<file path="config.mk">
export PLATFORM = sky130hd
export DESIGN_NAME = sertx_core
export DESIGN_NICKNAME = d
export VERILOG_FILES = /design/src/rtl/sertx_pkg.sv /design/src/rtl/sertx_baud.sv /design/src/rtl/sertx_hold.sv /design/src/rtl/sertx_shift.sv /design/src/rtl/sertx_core.sv
export SDC_FILE = /design/constraint.sdc
export NUM_CORES = 1
export LEC_CHECK = 0
export BUFFER_PORTS_ARGS = -buffer_cell sky130_fd_sc_hd__buf_2
export CAP_MARGIN = 20
export CORE_MARGIN = 2
export CORE_UTILIZATION = 53
export DETAILED_ROUTE_END_ITERATION = 10
export HOLD_SLACK_MARGIN = 0.12
export PLACE_DENSITY_LB_ADDON = 0.05
export RECOVER_POWER = 50
export SYNTH_ARGS = -nofsm -noshare
export SYNTH_HDL_FRONTEND = slang
export SYNTH_SLANG_ARGS = --single-unit
</file>
<file path="constraint.sdc">
create_clock -name clk -period 3.5 [get_ports clk]
set_clock_uncertainty 0.15 [all_clocks]
set_input_delay 0.525 -clock clk [delete_from_list [all_inputs] [get_ports clk]]
set_output_delay 0.525 -clock clk [all_outputs]
set_load 0.03 [all_outputs]
</file>
<file path="src/rtl/sertx_pkg.sv">
package sertx_pkg;

    localparam int FRM_W = 14;
    localparam int LEN_W = 4;
    localparam int CHR_W = 9;

    typedef enum logic [1:0] {
        SH_IDLE  = 2'd0,
        SH_DATA  = 2'd1,
        SH_BREAK = 2'd2
    } sh_mode_e;

    typedef struct packed {
        logic nine;
        logic par_en;
        logic par_odd;
    } fmt_t;

    typedef struct packed {
        logic [FRM_W-1:0] bits;
        logic [LEN_W-1:0] len;
    } frame_t;

    function automatic frame_t make_data_frame(input logic [CHR_W-1:0] d, input fmt_t f);
        frame_t fr;
        logic   p;
        int     pos;
        fr.bits      = '1;
        fr.bits[0]   = 1'b0;
        fr.bits[8:1] = d[7:0];
        p            = ^d[7:0];
        pos          = 9;
        if (f.nine) begin
            fr.bits[pos] = d[8];
            p            = p ^ d[8];
            pos++;
        end
        if (f.par_en) begin
            fr.bits[pos] = p ^ f.par_odd;
            pos++;
        end
        fr.bits[pos] = 1'b1;
        pos++;
        fr.len = LEN_W'(pos);
        return fr;
    endfunction

    function automatic frame_t make_break_frame(input fmt_t f, input logic lng);
        frame_t fr;
        fr.bits = '0;
        fr.len  = LEN_W'(10 + (f.nine ? 1 : 0) + (lng ? 3 : 0));
        return fr;
    endfunction

endpackage

</file>
<file path="src/rtl/sertx_baud.sv">
module sertx_baud #(
    parameter int DIV_W = 13
) (
    input  logic             clk,
    input  logic             rst,
    input  logic             run,
    input  logic [DIV_W-1:0] divisor,
    output logic             tick
);
    logic [DIV_W-1:0] cnt;
    logic             div_ok;

    assign div_ok = (divisor != '0);
    assign tick   = run && div_ok && (cnt >= divisor - DIV_W'(1));

    always_ff @(posedge clk) begin
        if (rst || !run || tick) begin
            cnt <= '0;
        end else if (div_ok) begin
            cnt <= cnt + DIV_W'(1);
        end
    end
endmodule

</file>
<file path="src/rtl/sertx_hold.sv">
module sertx_hold
    import sertx_pkg::*;
(
    input  logic             clk,
    input  logic             rst,
    input  logic             wr_stb,
    input  logic [CHR_W-1:0] wr_data,
    input  logic             take,
    output logic             full,
    output logic [CHR_W-1:0] data,
    output logic             collide
);
    logic accept;

    assign accept = wr_stb && (!full || take);

    always_ff @(posedge clk) begin
        if (rst) begin
            full    <= 1'b0;
            data    <= '0;
            collide <= 1'b0;
        end else if (accept) begin
            data    <= wr_data;
            full    <= 1'b1;
            collide <= 1'b0;
        end else begin
            if (take)   full    <= 1'b0;
            if (wr_stb) collide <= 1'b1;
        end
    end
endmodule

</file>
<file path="src/rtl/sertx_shift.sv">
module sertx_shift
    import sertx_pkg::*;
#(
    parameter int OVS = 16
) (
    input  logic             clk,
    input  logic             rst,
    input  logic             en,
    input  logic             div_ok,
    input  logic             tick,
    input  logic             brk_req,
    input  logic             brk_long,
    input  fmt_t             fmt,
    input  logic             hold_full,
    input  logic [CHR_W-1:0] hold_data,
    output logic             take,
    output logic             busy,
    output logic             txd
);
    localparam int OVS_W = (OVS > 1) ? $clog2(OVS) : 1;

    sh_mode_e         mode;
    logic [FRM_W-1:0] bits;
    logic [LEN_W-1:0] rem;
    logic [OVS_W-1:0] ovs;
    logic             bit_end;
    logic             last_end;
    logic             slot;
    logic             start_brk;
    logic             start_data;
    frame_t           nxt;

    assign busy       = (mode != SH_IDLE);
    assign bit_end    = busy && tick && (ovs == OVS_W'(OVS - 1));
    assign last_end   = bit_end && (rem == LEN_W'(1));
    assign slot       = (!busy || last_end) && en && div_ok;
    assign start_brk  = slot && brk_req;
    assign start_data = slot && !brk_req && hold_full;
    assign take       = start_data;
    assign txd        = !busy || bits[0];

    always_comb begin
        if (brk_req) nxt = make_break_frame(fmt, brk_long);
        else         nxt = make_data_frame(hold_data, fmt);
    end

    always_ff @(posedge clk) begin
        if (rst || !en) begin
            mode <= SH_IDLE;
            bits <= '1;
            rem  <= '0;
            ovs  <= '0;
        end else if (start_brk || start_data) begin
            mode <= start_brk ? SH_BREAK : SH_DATA;
            bits <= nxt.bits;
            rem  <= nxt.len;
            ovs  <= '0;
        end else if (last_end) begin
            mode <= SH_IDLE;
            bits <= '1;
            rem  <= '0;
            ovs  <= '0;
        end else if (bit_end) begin
            bits <= {1'b1, bits[FRM_W-1:1]};
            rem  <= rem - LEN_W'(1);
            ovs  <= '0;
        end else if (busy && tick) begin
            ovs <= ovs + OVS_W'(1);
        end
    end
endmodule

</file>
<file path="src/rtl/sertx_core.sv">
module sertx_core
    import sertx_pkg::*;
#(
    parameter int DIV_W = 13,
    parameter int OVS   = 16
) (
    input  logic             clk,
    input  logic             rst,
    input  logic             en,
    input  logic [DIV_W-1:0] divisor,
    input  logic             nine_bit,
    input  logic             par_en,
    input  logic             par_odd,
    input  logic             brk_req,
    input  logic             brk_long,
    input  logic             wr_stb,
    input  logic [8:0]       wr_data,
    output logic             txd,
    output logic             hold_empty,
    output logic             tx_done,
    output logic             wr_collide
);
    logic             tick;
    logic             sh_busy;
    logic             take;
    logic             h_full;
    logic [CHR_W-1:0] h_data;
    fmt_t             fmt;

    assign fmt = '{nine: nine_bit, par_en: par_en, par_odd: par_odd};

    sertx_baud #(.DIV_W(DIV_W)) baud_i (
        .clk     (clk),
        .rst     (rst),
        .run     (sh_busy),
        .divisor (divisor),
        .tick    (tick)
    );

    sertx_hold hold_i (
        .clk     (clk),
        .rst     (rst),
        .wr_stb  (wr_stb),
        .wr_data (wr_data),
        .take    (take),
        .full    (h_full),
        .data    (h_data),
        .collide (wr_collide)
    );

    sertx_shift #(.OVS(OVS)) shift_i (
        .clk       (clk),
        .rst       (rst),
        .en        (en),
        .div_ok    (divisor != '0),
        .tick      (tick),
        .brk_req   (brk_req),
        .brk_long  (brk_long),
        .fmt       (fmt),
        .hold_full (h_full),
        .hold_data (h_data),
        .take      (take),
        .busy      (sh_busy),
        .txd       (txd)
    );

    assign hold_empty = !h_full;
    assign tx_done    = !sh_busy && !h_full;
endmodule

</file>
## Word-level counts from Yosys, hierarchy flattened

Cells that the tools add are included.

| cells by class | value |
|---|---|
| eq/ne operators | 2 |
| bitwise logic cells | 3 |
| add/subtract/negate cells | 8 |
| $lt $le $gt $ge | 5 |
| reduce and logical (&&, ||, !) cells | 33 |
| multiplexer cells | 29 |

Operator list:

| operator | number |
|---|---|
| $mux W32 | 3 |
| $mux W14 | 5 |
| $ge A32 B1 Y1 const B | 2 |
| $lt A32 B6 Y1 const B | 2 |
| $add A32 B2 Y32 const B | 1 |
| $mux W18 | 1 |
| $bwmux W14 | 1 |
| $logic_and A1 B1 Y1 | 14 |
| $or A14 B14 Y14 | 1 |
| $add A13 B1 Y13 const B | 1 |
| $ge A13 B13 Y1 | 1 |
| $reduce_bool A13 Y1 | 1 |
| $sub A13 B1 Y13 const B | 1 |
| $mux W4 | 3 |
| $mux W2 | 5 |
| $mux W1 | 9 |
| $demux W1 S4 | 2 |
| $reduce_xor A8 Y1 | 1 |
| $logic_or A1 B1 Y1 | 7 |
| $reduce_bool A2 Y1 | 3 |
| $add A4 B1 Y4 const B | 1 |
| $add A4 B2 Y4 const B | 1 |
| $add A4 B4 Y4 | 1 |
| $add A4 B4 Y4 const A | 1 |
| 8 further kinds | 12 |

| word-level totals | value |
|---|---|
| word-level logic and storage cells | 88 |
| bits of input ports | 31 |
| output and inout port bits | 4 |
| register bits after elaboration | 48 |

## Longest topological paths before layout

Gate-level depths: netlist of run 1.

| depth | value |
|---|---|
| word-level depth | 14 |
| mapped depth | 13 |
| depth with buffers taken out | 12 |

## Hierarchy

A second synthesis of run 1 with hierarchy kept.

| unflattened totals | value |
|---|---|
| cell total of the unflattened synthesis | 372 |
| area total of the unflattened synthesis | 3129.3 µm² |

Modules (own cells, without submodules):

| module | area each (µm²) | cells an instance | instances |
|---|---|---|---|
| sertx_shift | 1498.9 | 186 | 1 |
| sertx_baud | 1109.8 | 132 | 1 |
| sertx_hold | 485.5 | 47 | 1 |
| sertx_core | 35.0 | 7 | 1 |

## Least setup slack after synthesis of run 1

OpenSTA, ideal clock, no wires.

| path | value |
|---|---|
| path kind | input -> register |
| start point | input divisor[3] |
| end point | register baud_i.cnt[0] |
| arrival time | 3465 ps |
| setup time | 64 ps |
| setup slack | -179 ps |
| stages on the path | 13 |
| buffers on the path | 1 |
| cells stage by stage | nor4_4 nand2_1 or2_2 nor4_1 xnor2_1 ha_1 and4_4 o211a_1 a221oi_4 a21oi_2 or3_1 buf_2 nor2_1 |

| on the way | value |
|---|---|
| word-level cells in the longest chain between the ends | 4 |
| elaborated cells between the ends (all ways) | 6 |
| classes of those cells | add/sub (1); order compare (1); reduce/logical (4) |

Ends and longest elaborated chain:

| what | line | text |
|---|---|---|
| start, declared | sertx_core.sv:10 | `input logic [DIV_W-1:0] divisor,` |
| $sub A13 B1 Y13 / $reduce_bool A13 Y1 (equally long branches) | sertx_baud.sv:14, sertx_baud.sv:13 |  |
| $ge A13 B13 Y1 / $logic_and A1 B1 Y1 (equally long branches) | sertx_baud.sv:14 | `assign tick = run && div_ok && (cnt >= divisor - DIV_W'(1));` |
| $logic_and A1 B1 Y1 | sertx_baud.sv:14 |  |
| $logic_or A1 B1 Y1 | sertx_baud.sv:17 | `if (rst \|\| !run \|\| tick) begin` |
| end signal, assigned | sertx_baud.sv:20 | `cnt <= cnt + DIV_W'(1);` |
| end, declared | sertx_baud.sv:10 | `logic [DIV_W-1:0] cnt;` |

Parallel ways exist; a longest one is shown, timed or not.
A chain may end at the register's enable or synchronous reset.

## Worst setup path after layout of run 1

| path | value |
|---|---|
| start point | input divisor[3] |
| end point | register shift_i.rem[3] |

| on the way | value |
|---|---|
| word-level cells in the longest chain between the ends | 13 |
| elaborated cells between the ends (all ways) | 18 |
| classes of those cells | add/sub (1); order compare (1); mux (2); reduce/logical (14) |

Ends and longest elaborated chain:

| what | line | text |
|---|---|---|
| $sub A13 B1 Y13 / $reduce_bool A13 Y1 (equally long branches) | sertx_baud.sv:14, sertx_baud.sv:13, sertx_core.sv:55 |  |
| $ge A13 B13 Y1 / $logic_and A1 B1 Y1 (equally long branches) | sertx_baud.sv:14 |  |
| $logic_and A1 B1 Y1 | sertx_baud.sv:14 |  |
| $logic_and A1 B1 Y1 (2 in a row) | sertx_shift.sv:34 | `assign bit_end = busy && tick && (ovs == OVS_W'(OVS - 1));` |
| $logic_and A1 B1 Y1 | sertx_shift.sv:35 | `assign last_end = bit_end && (rem == LEN_W'(1));` |
| $logic_or A1 B1 Y1 | sertx_shift.sv:36 | `assign slot = (!busy \|\| last_end) && en && div_ok;` |
| $logic_and A1 B1 Y1 (2 in a row) | sertx_shift.sv:36 |  |
| $logic_and A1 B1 Y1 (2 in a row) | sertx_shift.sv:38 | `assign start_data = slot && !brk_req && hold_full;` |
| $logic_or A1 B1 Y1 | sertx_shift.sv:53 | `end else if (start_brk \|\| start_data) begin` |
| $reduce_bool A3 Y1 (no line) / $mux W4 (equally long branches) | n/a |  |
| end signal, assigned | sertx_shift.sv:56 | `rem <= nxt.len;` |
| end signal, assigned | sertx_shift.sv:65 | `rem <= rem - LEN_W'(1);` |
| end, declared | sertx_shift.sv:24 | `logic [LEN_W-1:0] rem;` |

Parallel ways exist; a longest one is shown, timed or not.

==> results of run 1 <==
-- metal layers --
layer	GRT usage (%)	routed length, um	up-vias
li1	-	-	1519
met1	32.3	3750	1357
met2	41.6	3650	61
met3	4.62	300	6
met4	7.67	70	0
met5	0	0	-
-- stage by stage --
step,hold WS [ns],setup TNS [ns],area (um2),worst slack (ns)
3_3_place_gp,0.281,-2.29,3750,-0.138
6_report,0.297,0,3900,0.156
3_5_place_dp,0.283,-4.95,3750,-0.209
2_1_floorplan,0.270,-0.343,3230,-0.0487
4_1_cts,0.299,0,3850,0.106
5_1_grt,0.309,0,3900,0.00276
-- worst min-delay path: stages (launching register included) --
cell     delay (ns)
dfxtp_1        0.31
inv_1          0.05
a32oi_1        0.04
-- area by class of cell --
cell class,count,area share (%)
tap,75,2.41
multi-input combinational,298,55.2
clock inverter,1,0.192
timing repair buffer,80,13.5
sequential,48,24.6
inverter,19,1.83
clock buffer,7,2.21
-- cells by family (layout without fill, tap and decap cells) --
| family | count (synthesis) | count (layout) | synth area share (%) |
|---|---|---|---|
| flops | 48 | 48 | 30.1 |
| compound gates | 86 | 87 | 19.4 |
| buf+inv | 33 | 107 | 4.19 |
| mux | 11 | 11 | 3.45 |
| xor+xnor | 33 | 33 | 9.48 |
| fa+ha+maj | 25 | 25 | 9.80 |
| simple gates | 142 | 142 | 23.6 |
-- power breakdown --
part           total (mW)  switching [mW]  internal, mW
Combinational       0.219           0.112         0.108
Sequential          0.577          0.0150         0.562
Clock               0.349           0.188         0.161
Total                1.15           0.315         0.831
-- cell usage after synthesis (2+ instances only) --
cell type and n:
a32oi_1 9, o211ai_1 11, nand2b_1 23, nor2b_1 4, xnor2_1 21, nand3_1 5, dfxtp_1 48, mux2i_1 11
a21oi_1 12, o21ai_0 20, o31ai_1 4, ha_1 25, nor2_1 35, o311ai_0 2, o2111ai_1 2, o21ai_1 2
buf_2 8, and4_1 2, or4_1 2, a21o_1 2, a211oi_1 5, nand2_1 28, nor3_1 10, inv_1 19
clkbuf_1 5, and2_1 2, nor4_1 3, a31oi_1 5, nand4_1 10, or3_1 7, xor2_1 11, or2_2 2
-- path summary, 6_finish.rpt --
check | slack [ns] | end | start | cells after the start
setup / recovery | 0.16 | shift_i.rem[3] | divisor[3] | 13
hold / removal | 0.30 | shift_i.bits[3] | shift_i.bits[3] | 2
setup reg to reg | 0.82 | shift_i.rem[3] | baud_i.cnt[0] | 8
hold reg to reg | 0.30 | shift_i.bits[3] | shift_i.bits[3] | 2
-- repair_timing --
action                                  in CTS  in global routing
setup buffers                                0                  2
gates resized for setup                      0                 11
endpoints found under the setup margin       0                 16
-- cells in the final DEF (no fill, tap or decap), drive strengths merged, types with 2 or more instances in the layout --
master	n
buf	75
dfxtp	48
nor2	35
nand2	28
ha	25
nand2b	23
o21ai	22
xnor2	21
inv	19
a21oi	13
clkbuf	12
xor2	11
o211ai	11
mux2i	11
nand4	10
nor3	10
a32oi	9
or3	7
a211oi	6
nand3	5
a31oi	5
nor4	5
nor2b	4
o31ai	4
and4	3
or2	3
o211a	3
a21o	2
and2	2
o2111ai	2
or4	2
a21boi	2
o311ai	2
-- state kept, by name, indices dropped and copies added (netlist names) --
register / count
shift_i.bits: 14
shift_i.ovs: 4
hold_i.collide: 1
shift_i.mode: 2
shift_i.rem: 4
hold_i.full: 1
hold_i.data: 9
baud_i.cnt: 13
==> out/metrics.yaml, run 1 <==
status: "completed"
via_per_inst: 5.57
dieWidth_um: 81.6
path_max_fanout: 5
startpoint_type: "input port"
seq_area_frac_synth_pct: 30.1
nets: 508
grt_max_degree: 24
ctsHoldBuffers: 0
synthesis.area_um2: 3190
relSlewSlack_pct: 60.7
drv_cap: 0
async_reset_ff_share_pct: 0
hold_path_class: "register to register"
drive_above_1_share_pct: 21.9
n_antenna_cell: 0
cpMostUsedCell: "nor4_4"
grt_pass1_wl_um: 12800
finalCritPeriodShare_pct: 95.5
cellLeakagePower_nw: 1.58
die_area_um2: 6660
synth-seq-cells: 48
num_rows: 28
cts_max_level: 2
yosys_warnings: 0
seq_area_um2: 961
path_buf_inv: 1
crit_family: "simple AND/OR/NAND/NOR gates"
yosysUniqueCellTypes: 55
insertion_delay_ns: 0.30
cts-root-buf: "clkbuf_8"
setup_viol: 0
synth_ff_type: "dfxtp_1"
first_pass_iters: 4
place.gp.congestion: 0.873
cts_sinks: 48
tightest_slew_ns: 0.587
initial_core_util_pct: 54.3
worst-endpoint-arrival_ns: 3.43
grtUsageTotal_pct: 24.8
area_growth_pct: 22.2
multiInputGateArea_um2: 2150
slowest_delay_ns: 0.53
min_period_ns: 3.34
synth.avg_cell_area_um2: 8.45
yosysTopAreaCell: "dfxtp_1"
dp_hpwl_um: 6040
required_ns: 3.59
drtIter0Drc: 139
coreArea_um2: 5890
dieHeight_um: 81.6
cts_inserted_buffers: 5
synth_edf_count: 0
path_class: "input port to register"
wl_per_cell_um: 14.7
routed_wl_um: 7770
path_cells: "buf_6 > nor4_4 > nand2_1 > or2_4 > nor4_4 > xnor2_1 > ha_1 > and4_4 > o211a_1 > a221oi_4 > a21boi_2 > or4_1 > a31oi_1"
grt_pass1_vias: 2795
cts_buffer_depth: 2
final_cells: 528
grt-ovfl-total: 0
dp.cells: 517
yosys-top-cells-area: "dfxtp_1 (30%), ha_1 (9.8%), xnor2_1 (5.8%)"
synth_cells: 378
crit_slowest_cell: "or4_1"
clk_pin_slew_ns: 0.09
p_per_area_nw_per_um2: 294
synth_top_area_share_pct: 30.1
final_util_pct: 66.3
drv_slew: 0
drc: 0
tritoncts: "built"
rsz0062_at_grt: "false"
ant_nets: 0
finalHoldViolCount: 0
ir_worst_vdd_mv: 0.207
grt_antenna_before_repair: 0
max_freq_ghz: 0.299
finalPower_mw: 1.15
nFillCells: 522
syn-num-nets: 434
ios: 35
io_buffer_count: 34
cp-end-kind: "register"
vias: 2943
Note: power is estimated with default switching activity, not from simulation.
==> run 2: changes to the inputs <==
--- a/config.mk
+++ b/config.mk
@@ -5,6 +5,7 @@
 export SDC_FILE = /design/constraint.sdc
 export NUM_CORES = 1
 export LEC_CHECK = 0
+export ABC_AREA = 1
 export BUFFER_PORTS_ARGS = -buffer_cell sky130_fd_sc_hd__buf_2
 export CAP_MARGIN = 20
 export CORE_MARGIN = 2
==> out/metrics.yaml, run 2 <==
status: "completed"
via_per_inst: 4.95  # -11%
clk_pin_slew_ns: 0.09  # about the same
cts_max_level: 2  # unchanged
yosys-top-cells-area: "dfxtp_1 (31%), nand2_1 (13%), ha_1 (9.9%)"
nets: 574  # +13%
cts-root-buf: "clkbuf_8"
async_reset_ff_share_pct: 0  # unchanged
insertion_delay_ns: 0.30  # about the same
synth.avg_cell_area_um2: 6.73  # -20%
setup_viol: 0  # unchanged
worst-endpoint-arrival_ns: 3.28  # -0.15 ns
p_per_area_nw_per_um2: 313  # +6.6%
cts_inserted_buffers: 5  # unchanged
yosysUniqueCellTypes: 36  # -35%
yosys_warnings: 0  # unchanged
cellLeakagePower_nw: 1.79  # +13%
grt-ovfl-total: 0  # unchanged
final_util_pct: 61.0  # -5.3 points
routed_wl_um: 6700  # -14%
yosysTopAreaCell: "dfxtp_1"
drv_cap: 0  # unchanged
synth_ff_type: "dfxtp_1"
ir_worst_vdd_mv: 0.247  # +19%
syn-num-nets: 524  # +21%
dieHeight_um: 81.1  # -0.66%
vias: 2938  # -0.17%
hp-start: "shift_i.bits[13]"
final_cells: 593  # +12%
synth_cells: 468  # +24%
num_rows: 28  # unchanged
finalHoldViolCount: 0  # unchanged
synth-seq-cells: 48  # unchanged
tritoncts: "built"
area_growth_pct: 12.6
die_area_um2: 6570  # -1.3%
netSwitchingFraction_pct: 29.7  # +2.2 points
nFillCells: 602  # +15%
power_frac_seq_pct: 52.3  # +1.9 points
seq_area_frac_synth_pct: 30.5  # +0.42 points
path_max_fanout: 9  # +4
drv_slew: 0  # unchanged
grt_pass1_vias: 2570  # -8.1%
top_register: "shift_i.bits"
synthesis.area_um2: 3150  # -1.4%
post-place-ws_ns: -0.0394  # +0.170 ns
yosys-top-cells-count: "nand2_1 (107), nor2_1 (77), inv_1 (62)"
drtIter0Drc: 94  # -32%
tns_ns: 0  # unchanged
first_pass_iters: 4  # unchanged
hold_path_class: "register to register"
finalCritPeriodShare_pct: 91.0  # -4.6 points
min_period_ns: 3.18  # -0.159 ns
cts_buffer_depth: 2  # unchanged
r2r-start: "baud_i.cnt[10]"
share_comb_of_total_power_pct: 18.7  # -0.4 points
io_buffer_count: 34  # unchanged
largest_reg_flops: 14  # unchanged
place.gp.congestion: 0.861  # -1.3%
dieWidth_um: 81.1  # -0.66%
required_ns: 3.60  # about the same
setup_ws_ns: 0.316  # +0.159 ns
whs_ns: 0.314  # +0.0171 ns
p_int_uw: 781  # -6.0%
synth_edf_count: 0  # unchanged
synth.most_common_cell: "nand2_1"
final_cell_mix: "nand2_1 (107), nor2_1 (77), inv_1 (63)"
max_freq_ghz: 0.314  # +5.0%
startpoint_type: "input port"
ant_nets: 0  # unchanged
dpl-instance-area_um2: 3480  # -7.3%
wl_per_cell_um: 11.3  # -23%
largestRegisters: "shift_i.bits x14, baud_i.cnt x13, hold_i.data x9"
coreArea_um2: 5820  # -1.2%
ctsHoldBuffers: 0  # unchanged
grtUsageTotal_pct: 22.1  # -2.7 points
path_class: "input port to register"
ios: 35  # unchanged
startpoint: "divisor[1]"
dp.cells: 586  # +13%
tightest_slew_ns: 0.567  # -0.0195 ns
final_common_cell: "nand2_1"
initial_core_util_pct: 54.2  # -0.099 points
cts_sinks: 48  # unchanged
drive_above_1_share_pct: 14.1  # -7.8 points
power_switching_uw: 329  # +4.7%
p_clk_share_pct: 29.0  # -1.5 points
relSlewSlack_pct: 62.0  # +1.3 points
dp_hpwl_um: 5340  # -12%
final_area_um2: 3550  # -9.1%
n_antenna_cell: 0  # unchanged
synth_top_area_share_pct: 30.5  # +0.42 points
rsz0062_at_grt: "false"
cp-end-kind: "register"
grt_antenna_before_repair: 0  # unchanged
grt_pass1_wl_um: 11500  # -9.9%
grt_max_degree: 17  # -29%
drc: 0  # unchanged
finalPower_mw: 1.11  # -3.1%
[run 2: metal layers]
| layer | vias up | track usage [%] | routed length, um |
|---|---|---|---|
| li1 | 1584 | - | - |
| met1 | 1307 | 28.9 | 3250 |
| met2 | 40 | 37.7 | 3160 |
| met3 | 7 | 4.56 | 227 |
| met4 | 0 | 4.92 | 66 |
| met5 | - | 0 | 0 |
[run 2: critical path: stages]
cell	delay (ns)
buf_2	0.10
buf_4	0.13
inv_1	0.06
ha_1	0.16
nand2_1	0.12
nor4_1	0.30
xnor2_1	0.17
ha_1	0.26
nand2_1	0.09
nor2_2	0.04
nand2_1	0.07
nor2_1	0.05
nor2_1	0.10
nand3_2	0.10
nand2_1	0.10
inv_1	0.08
nor3_1	0.34
inv_2	0.19
a21oi_1	0.15
o21a_1	0.12
[run 2: kinds of logic after synthesis]
kind of cell / share of synthesized area [%]
buf+inv: 9.38
fa+ha+maj: 9.93
compound gates: 10.8
flops: 30.5
simple gates: 33.8
xor+xnor: 5.56
[run 2: final cells by class]
cell class / instances / area, um2 / area share (%)
multi-input combinational: 348 / 1890 / 53.2
clock inverter: 2 / 12.5 / 0.353
tap: 75 / 93.8 / 2.65
sequential: 48 / 961 / 27.1
timing repair buffer: 50 / 279 / 7.87
inverter: 65 / 244 / 6.88
clock buffer: 5 / 68.8 / 1.94
[run 2: worst paths after layout]
kind	to	slack [ns]	cells after the start
max	baud_i.cnt[5]	0.32	20
min reg2reg	shift_i.bits[13]	0.31	2
max reg2reg	baud_i.cnt[5]	1.17	13
min	shift_i.bits[13]	0.31	2
[run 2: timing repair]
item                                   4_1_cts  5_1_grt
setup endpoints to repair                    0       19
buffers inserted                             0        0
resized for setup                            0        1
endpoints found under the hold margin        0        0
[run 2: power by group through the flow]
| stage | clock network (mW) | logic (mW) | registers, mW |
|---|---|---|---|
| 6_report | 0.322 | 0.207 | 0.581 |
| 5_1_grt | 0.358 | 0.242 | 0.584 |
| 4_1_cts | 0.332 | 0.211 | 0.581 |
| 3_5_place_dp | 0 | 0.210 | 0.594 |
| 3_3_place_gp | 0 | 0.206 | 0.594 |
| 2_1_floorplan | 0 | 0.148 | 0.590 |
==> run 3: changes to the inputs <==
--- a/config.mk
+++ b/config.mk
@@ -6,7 +6,7 @@
 export NUM_CORES = 1
 export LEC_CHECK = 0
 export ABC_AREA = 1
-export BUFFER_PORTS_ARGS = -buffer_cell sky130_fd_sc_hd__buf_2
+export BUFFER_PORTS_ARGS = -buffer_cell sky130_fd_sc_hd__buf_4
 export CAP_MARGIN = 20
 export CORE_MARGIN = 2
 export CORE_UTILIZATION = 53
==> out/metrics.yaml, run 3 (synthesis results as in run 2) <==
worst-endpoint-arrival_ns: 3.26  # -0.02 ns
startpoint: "divisor[3]"
cpMostUsedCell: "nand2_1"
via_per_inst: 4.99  # +0.65%
cts_inserted_buffers: 5  # unchanged
grt_antenna_before_repair: 0  # unchanged
dieWidth_um: 81.1  # unchanged
tightest_slew_ns: 0.553  # -0.0141 ns
path_max_fanout: 14  # +5
post_cts.repair.setup_buffers: 0  # unchanged
grtUsageTotal_pct: 22.5  # +0.31 points
clk_pin_slew_ns: 0.09  # about the same
cts_max_level: 2  # unchanged
status: "completed"
nets: 574  # unchanged
power_frac_seq_pct: 50.4  # -1.9 points
hold-path-cell-count: 2  # unchanged
slowest_delay_ns: 0.30  # -0.04 ns
dp_hpwl_um: 5370  # +0.56%
die_area_um2: 6570  # unchanged
hold_path_class: "input port to register"
routed_wl_um: 6970  # +3.9%
final_area_um2: 3660  # +3.1%
startpoint_type: "input port"
rrSetupSlack_ns: 1.18  # about the same
nFillCells: 568  # -5.6%
drv_cap: 0  # unchanged
r2r_cells: 15  # +2
required_ns: 3.55  # -0.05 ns
n_antenna_cell: 0  # unchanged
min_period_ns: 3.20  # +0.0200 ns
tritoncts: "built"
cts-root-buf: "clkbuf_8"
cp-end-kind: "register"
drtIter0Drc: 140  # +49%
p_clk_share_pct: 30.4  # +1.4 points
final_cell_mix: "nand2_1 (107), nor2_1 (77), inv_1 (63)"
path_cells: "buf_4 > nor4_2 > nand2_1 > nor3_2 > buf_4 > nand3_1 > xor2_1 > inv_1 > ha_1 > nand2_1 > nor2_2 > nand2_1 > nor2_1 > nand2_1 > nand3_2 > nand4_4 > nand2_4 > o211ai_4 > buf_4 > nand2_1 > o21ai_0 > nor2_1 > nor2_1"
r2r-start: "baud_i.cnt[4]"
area_growth_pct: 16.1
wl_per_cell_um: 11.7  # +3.7%
power_switching_uw: 336  # +2.1%
max_freq_ghz: 0.312  # -0.62%
place.gp.congestion: 0.940  # +9.1%
insertion_delay_ns: 0.30  # about the same
share_comb_of_total_power_pct: 19.2  # +0.5 points
grt_max_degree: 17  # unchanged
largestRegisters: "shift_i.bits x14, baud_i.cnt x13, hold_i.data x9"
netSwitchingFraction_pct: 29.1  # -0.55 points
post_cts.resized_instances: 0  # unchanged
ir_worst_vdd_mv: 0.178  # -28%
dpl-instance-area_um2: 3570  # +2.4%
path_class: "input port to register"
vias: 2962  # +0.82%
dieHeight_um: 81.1  # unchanged
ant_nets: 0  # unchanged
grt_pass1_wl_um: 11600  # +0.72%
finalCritPeriodShare_pct: 91.6  # +0.57 points
grt_pass1_vias: 2677  # +4.2%
largest_reg_flops: 14  # unchanged
crit_slowest_cell: "ha_1"
cellLeakagePower_nw: 1.83  # +2.2%
ios: 35  # unchanged
final_common_cell: "nand2_1"
initial_core_util_pct: 54.2  # unchanged
p_int_uw: 819  # +4.8%
coreArea_um2: 5820  # unchanged
drive_above_1_share_pct: 14.8  # +0.74 points
relSlewSlack_pct: 63.0  # +0.95 points
setup_viol: 0  # unchanged
cts_sinks: 48  # unchanged
grt-ovfl-total: 0  # unchanged
p_per_area_nw_per_um2: 316  # +0.90%
io_buffer_count: 34  # unchanged
hp-start: "rst"
finalHoldViolCount: 0  # unchanged
final_cells: 594  # +0.17%
dp.cells: 586  # unchanged
first_pass_iters: 4  # unchanged
cts_buffer_depth: 2  # unchanged
drv_slew: 0  # unchanged
ctsHoldBuffers: 0  # unchanged
drc: 0  # unchanged
num_rows: 28  # unchanged
top_register: "shift_i.bits"
## run 3: power groups by stage
stage	clock network (mW)	logic, mW	registers, mW
detailed placement	0	0.222	0.595
finish	0.351	0.222	0.582
global route	0.387	0.251	0.585
CTS	0.361	0.223	0.582
floorplan	0	0.148	0.590
global placement	0	0.217	0.594
## run 3: critical path: cells and delay by family
kind	cells	cell delay [ns]
adders and majority gates	1	0.30
and+or+nand+nor	15	1.54
AOI/OAI and AO/OA	2	0.19
xor gates and xnor gates	1	0.15
buffers and inverters	4	0.55
## run 3: layout make-up
class | count | area [um2] | share of cell area, %
inverters | 65 | 244 | 6.67
repair buffers | 50 | 357 | 9.75
clock buffers | 6 | 82.6 | 2.26
well taps | 75 | 93.8 | 2.57
multi-input cells | 348 | 1900 | 52.1
flip-flops and latches | 48 | 961 | 26.3
clock inverters | 2 | 13.8 | 0.376
## run 3: metrics by stage
step | setup slack (ns) | util, % | hold slack, ns | setup TNS [ns] | total power, mW
floorplan | 0.217 | - | 0.276 | 0 | 0.738
global placement | -0.0201 | 61.3 | 0.290 | -0.0396 | 0.812
detailed placement | -0.0999 | 61.3 | 0.314 | -1.46 | 0.816
CTS | 0.218 | 63.0 | 0.279 | 0 | 1.17
global route | -0.0205 | 62.9 | 0.273 | -0.0814 | 1.22
finish | 0.296 | 62.9 | 0.285 | 0 | 1.15
## run 3: final timing paths
check                                  endpoint
worst max-delay path            shift_i.bits[9]
worst min register to register  shift_i.mode[1]
worst max register to register  shift_i.bits[9]
worst min-delay path                hold_i.full
## run 3: layer usage
layer,vias to the layer above,wire length [um],GRT usage (%)
met5,-,0,0
met3,10,268,4.00
met4,0,102,7.29
li1,1580,-,-
met2,56,3310,39.0
met1,1316,3280,28.1
